`src/rtl/toll_pkg.sv`:
```
package toll_pkg;

  localparam int STATE_W = 3;

  // Codes are externally visible on state_o; keep them stable.
  typedef enum logic [STATE_W-1:0] {
    ST_IDLE = 3'b000,
    ST_CAR0 = 3'b001,
    ST_C10  = 3'b010,
    ST_C20  = 3'b011,
    ST_C25  = 3'b100   // 25 or 30 cents: same future behaviour
  } toll_state_e;

endpackage

```
`src/rtl/toll_coin_value.sv`:
```
module toll_coin_value #(
  parameter int CREDIT_W      = 6,
  parameter int DIME_CENTS    = 10,
  parameter int QUARTER_CENTS = 25
) (
  input  logic                dime_i,
  input  logic                quarter_i,
  output logic [CREDIT_W-1:0] add_o
);

  // Quarter wins when both coins are flagged in one cycle.
  always_comb begin
    if (quarter_i)   add_o = CREDIT_W'(QUARTER_CENTS);
    else if (dime_i) add_o = CREDIT_W'(DIME_CENTS);
    else             add_o = '0;
  end

endmodule

```
`src/rtl/toll_next_state.sv`:
```
module toll_next_state
  import toll_pkg::*;
#(
  parameter int CREDIT_W      = 6,
  parameter int DIME_CENTS    = 10,
  parameter int QUARTER_CENTS = 25,
  parameter int TOLL_CENTS    = 35
) (
  input  toll_state_e         state_q,
  input  logic                car_i,
  input  logic                tag_i,
  input  logic [CREDIT_W-1:0] add_i,
  output toll_state_e         state_d,
  output logic                gate_o
);

  localparam logic [CREDIT_W-1:0] DimeC    = CREDIT_W'(DIME_CENTS);
  localparam logic [CREDIT_W-1:0] TwoDimeC = CREDIT_W'(2 * DIME_CENTS);
  localparam logic [CREDIT_W-1:0] QuartC   = CREDIT_W'(QUARTER_CENTS);
  localparam logic [CREDIT_W-1:0] TollC    = CREDIT_W'(TOLL_CENTS);

  logic [CREDIT_W-1:0] credit_cur;
  logic [CREDIT_W-1:0] credit_sum;
  toll_state_e         sum_state;

  always_comb begin
    unique case (state_q)
      ST_C10:  credit_cur = DimeC;
      ST_C20:  credit_cur = TwoDimeC;
      ST_C25:  credit_cur = QuartC;
      default: credit_cur = '0;
    endcase
  end

  assign credit_sum = credit_cur + add_i;

  always_comb begin
    if (credit_sum >= QuartC)        sum_state = ST_C25;
    else if (credit_sum >= TwoDimeC) sum_state = ST_C20;
    else if (credit_sum >= DimeC)    sum_state = ST_C10;
    else                             sum_state = ST_CAR0;
  end

  always_comb begin
    gate_o  = 1'b0;
    state_d = sum_state;
    if (!car_i) begin
      state_d = ST_IDLE;
    end else if (tag_i || (credit_sum >= TollC)) begin
      gate_o  = 1'b1;
      state_d = ST_IDLE;
    end
  end

endmodule

```
`src/rtl/toll_state_reg.sv`:
```
module toll_state_reg
  import toll_pkg::*;
(
  input  logic        clk_i,
  input  logic        rst_ni,
  input  toll_state_e state_d,
  output toll_state_e state_q
);

  always_ff @(posedge clk_i or negedge rst_ni) begin
    if (!rst_ni) state_q <= ST_IDLE;
    else         state_q <= state_d;
  end

endmodule

```
`src/rtl/toll_gate_ctrl.sv`:
```
module toll_gate_ctrl
  import toll_pkg::*;
#(
  parameter int DIME_CENTS    = 10,
  parameter int QUARTER_CENTS = 25,
  parameter int TOLL_CENTS    = 35
) (
  input  logic               clk_i,
  input  logic               rst_ni,
  input  logic               car_i,
  input  logic               dime_i,
  input  logic               quarter_i,
  input  logic               tag_i,
  output logic               gate_o,
  output logic [STATE_W-1:0] state_o
);

  localparam int CREDIT_W = $clog2(TOLL_CENTS + QUARTER_CENTS + 1);

  logic [CREDIT_W-1:0] coin_add;
  toll_state_e         state_q;
  toll_state_e         state_d;
  logic                gate_raw;

  toll_coin_value #(
    .CREDIT_W      (CREDIT_W),
    .DIME_CENTS    (DIME_CENTS),
    .QUARTER_CENTS (QUARTER_CENTS)
  ) u_coin (
    .dime_i    (dime_i),
    .quarter_i (quarter_i),
    .add_o     (coin_add)
  );

  toll_next_state #(
    .CREDIT_W      (CREDIT_W),
    .DIME_CENTS    (DIME_CENTS),
    .QUARTER_CENTS (QUARTER_CENTS),
    .TOLL_CENTS    (TOLL_CENTS)
  ) u_next (
    .state_q (state_q),
    .car_i   (car_i),
    .tag_i   (tag_i),
    .add_i   (coin_add),
    .state_d (state_d),
    .gate_o  (gate_raw)
  );

  toll_state_reg u_reg (
    .clk_i   (clk_i),
    .rst_ni  (rst_ni),
    .state_d (state_d),
    .state_q (state_q)
  );

  // No barrier command while reset is held.
  assign gate_o  = gate_raw & rst_ni;
  assign state_o = state_q;

endmodule

```
`config.mk`:
```
export PLATFORM = sky130hd
export DESIGN_NAME = toll_gate_ctrl
export DESIGN_NICKNAME = d
export VERILOG_FILES = /design/src/rtl/toll_pkg.sv /design/src/rtl/toll_coin_value.sv /design/src/rtl/toll_next_state.sv /design/src/rtl/toll_state_reg.sv /design/src/rtl/toll_gate_ctrl.sv
export SDC_FILE = /design/constraint.sdc
export NUM_CORES = 1
export LEC_CHECK = 0
export ABC_AREA = 1
export BUFFER_PORTS_ARGS = -buffer_cell sky130_fd_sc_hd__buf_2
export CORE_AREA = 2 2 39 41
export DETAILED_ROUTE_END_ITERATION = 6
export DIE_AREA = 0 0 41 43
export MAX_ROUTING_LAYER = met4
export PLACE_DENSITY_LB_ADDON = 0.12
export SETUP_SLACK_MARGIN = 0.05
export SLEW_MARGIN = 10
export SYNTH_ARGS = -nofsm -noshare
export SYNTH_HDL_FRONTEND = slang
export SYNTH_SLANG_ARGS = --single-unit
```
`constraint.sdc`:
```
create_clock -name clk_i -period 1.7 [get_ports clk_i]
set_input_delay 0.17 -clock clk_i [delete_from_list [all_inputs] [get_ports clk_i]]
set_output_delay 0.17 -clock clk_i [all_outputs]
set_load 0.02 [all_outputs]
```
==> reports/metrics.yaml <==
outcome:
  result_of_the_run: "complete, but fails checks"
  violations: "setup timing"
cts:
  cts_tree: "done"
  cts.sinks: 3
  cts_max_path_buffers: 2
  clock_latency_ps: 240
  clk_pin_slew_worst_paths_ps: 40
  h-tree-depth: 1
  cts_inserted_buffers: 3
  root_buffer: "clkbuf_4"
yosys:
  synth.cells.most_frequent: "nand2_1, inv_1, nand3_1, nor2_1, ha_1"
  syn_inst: 71
  synth_top_flop_cell: "dfrtp_1"
  yosys.area.top_type: "dfrtp_1"
  post_synth_num_cell_types: 20
  syn-num-nets: 82
  synth_most_common_cell: "nand2_1"
  synth-async-reset-ratio_pct: 100
  synth_enable_flop_cells: 0
  synth_area_um2: 442
  synthTopCellsByArea: "dfrtp_1, nand2_1, ha_1, inv_1, nand3_1"
  yosysSeqAreaShare_pct: 17.0
  synthesized_area_per_cell_um2: 6.22
  yosys.area.top_type_share_pct: 17.0
  synth_seq_cells: 3
  yosys_warnings: 0
critical_path:
  crit_path_max_fanout: 3
  crit_path_end: "gate_o"
  r2r_setup_slack_ps: -340
  required_ps: 1530
  critPathLaunchType: "flop"
  startpoint: "u_reg.state_q[0]"
  timing.rr.start: "u_reg.state_q[0]"
  timing_worst_setup_path_type: "reg -> out"
  rr_endpoint: "u_reg.state_q[0]"
  rr_worst_depth: 8
  critPathCaptureType: "primary output"
  cp_data_arrival_time_ps: 2060
die:
  floorplan.initialDensity_pct: 31.9
  die_ar_um2: 1760
  die_y_um: 43
  placeableCoreArea_um2: 1380
  fp.dieW_um: 41
  top_level_ports: 10
  placementRows: 14
flow_run:
  cap_viol_max_count: 0
grt:
  grt_pass1_vias: 478
  grt_busiest_layer: "met2"
  globalRouteOverflowTotal: 0
  grt_use_met1_pct: 15.1
  gr-usage-all-layers_pct: 15.2
  grt_antenna_before_repair: 0
  grt.met3_usage_pct: 3.14
  groute.layer.met2.usage_pct: 26.9
  grt_first_pass_wirelength_mm: 1.75
  pin_count_of_the_biggest_net_entering_global_routing: 6
sta:
  rsz0062_at_grt: "yes"
  tightestPinTransition_ps: 190
  share_of_the_cycle_needed_by_the_critical_path_after_routing_pct: 131
  final_setup_violation_count: 4
  setup_tns_ps: -1460
  timing.clock.skew_ps: 4.87
  slew_headroom_pct: 87.2
  setup_slack_ps: -534
  fmaxAchievable_ghz: 0.448
  report.final.hold_viol_count: 0
  slew_viol_final: 0
  finalWorstPathRequiredPeriod_ps: 2230
drt:
  ant_nets: 0
  detailroute.via_count: 516
  detail_route.first_pass.iterations: 2
  initialDrtViolationCount: 6
  routed_via_density: 4.61
  post_drt_wl_per_cell_um: 10.0
  detail_route.wirelength_mm: 1.12
  remaining_drc_errors: 0
power:
  power_density_nw_per_um2: 1270
  ir_worst_vdd_uv: 644
  p_leak_nw: 0.374
worst_hold_path:
  min_path_type: "in -> reg"
  hold_depth: 3
  worst_hold_startpoint: "car_i"
cells_and_area:
  largestRegisters: "u_reg.state_q x3"
  syn_to_layout_area_delta_pct: 59.5
  antennaDiodeCount: 0
  largest-register: "u_reg.state_q"
  final_core_util_pct: 50.9
  finish.instance_area_um2: 704
  layout.nets: 108
  layout-drive-gt1-share_pct: 51.0
  largest_register_ffs: 3
placement:
  pre_cts_ws_ps: -371
  place.gp.congestion: 0.782
  detailed_place.area_um2: 609
  dp.final_hpwl_um: 886
  port-buffer-count: 9
timing repair:
item | CTS | global route
hold buffers | 1 | 0
resized for setup | 3 | 12
endpoints found under the setup margin | 4 | 4
pin swaps | 10 | 9
endpoints found under the hold margin | 3 | 0
setup buffers | 0 | 1
per-stage QoR:
stage          hold WS (ps)  instances  total power [mW]
2_1_floorplan          -126         71             0.478
3_3_place_gp          -25.1        106             0.678
3_5_place_dp          -24.1        106             0.682
4_1_cts                 194        111             0.827
5_1_grt                 232        112             0.976
6_report                232        112             0.892
cell families after synthesis:
| logic type | after synthesis | synth area share, % |
|---|---|---|
| compound gates | 7 | 8.78 |
| simple gates | 43 | 47.3 |
| flops | 3 | 17.0 |
| buf+inv | 13 | 11.0 |
| fa+ha+maj | 5 | 15.9 |
per-layer routing:
metal,vias up,routed length (µm)
li1,278,-
met1,229,475
met2,7,609
met3,2,18
met4,0,19
met5,-,0
worst max-delay path, cell delays in order (launching register included):
cell	delay, ps
dfrtp_2	420
nor3_4	200
ha_2	220
fa_2	470
nand2_2	80
inv_2	30
nor2_2	70
nand2_1	60
nand2_2	90
a21oi_4	60
buf_6	130
worst min-delay path by stage:
| stage | slack [ps] | endpoint |
|---|---|---|
| final | 230 | u_reg.state_q[1] |
| after global routing | 230 | u_reg.state_q[2] |
| after detailed placement | -20 | u_reg.state_q[2] |
| after global placement | -30 | u_reg.state_q[0] |
| after CTS | 190 | u_reg.state_q[2] |
| after floorplan | -130 | u_reg.state_q[0] |
where the power goes:
| group | switching, mW | internal [mW] |
|---|---|---|
| registers | 0.0295 | 0.0940 |
| logic | 0.344 | 0.297 |
| clock network | 0.0385 | 0.0880 |
area by class of cell:
cell class	count	area [µm²]
clock buffer	4	26.3
fill	144	679
inverter	13	51.3
multi-input combinational	55	384
sequential	3	78.8
tap	16	20.0
timing repair buffer	21	144
cell usage in the layout (no fill, tap or decap), drive strengths merged:
master       count
a21o             1
dfrtp            3
inv             13
fa               1
nand3b           1
a21oi            3
ha               4
clkbuf           4
nand2           23
buf             20
o21ai            2
nor3             1
nand4            1
or2              1
a31oi            1
dlygate4sd3      1
nor2             8
nand3            8
No activity file was read; power rests on OpenSTA's default activity.
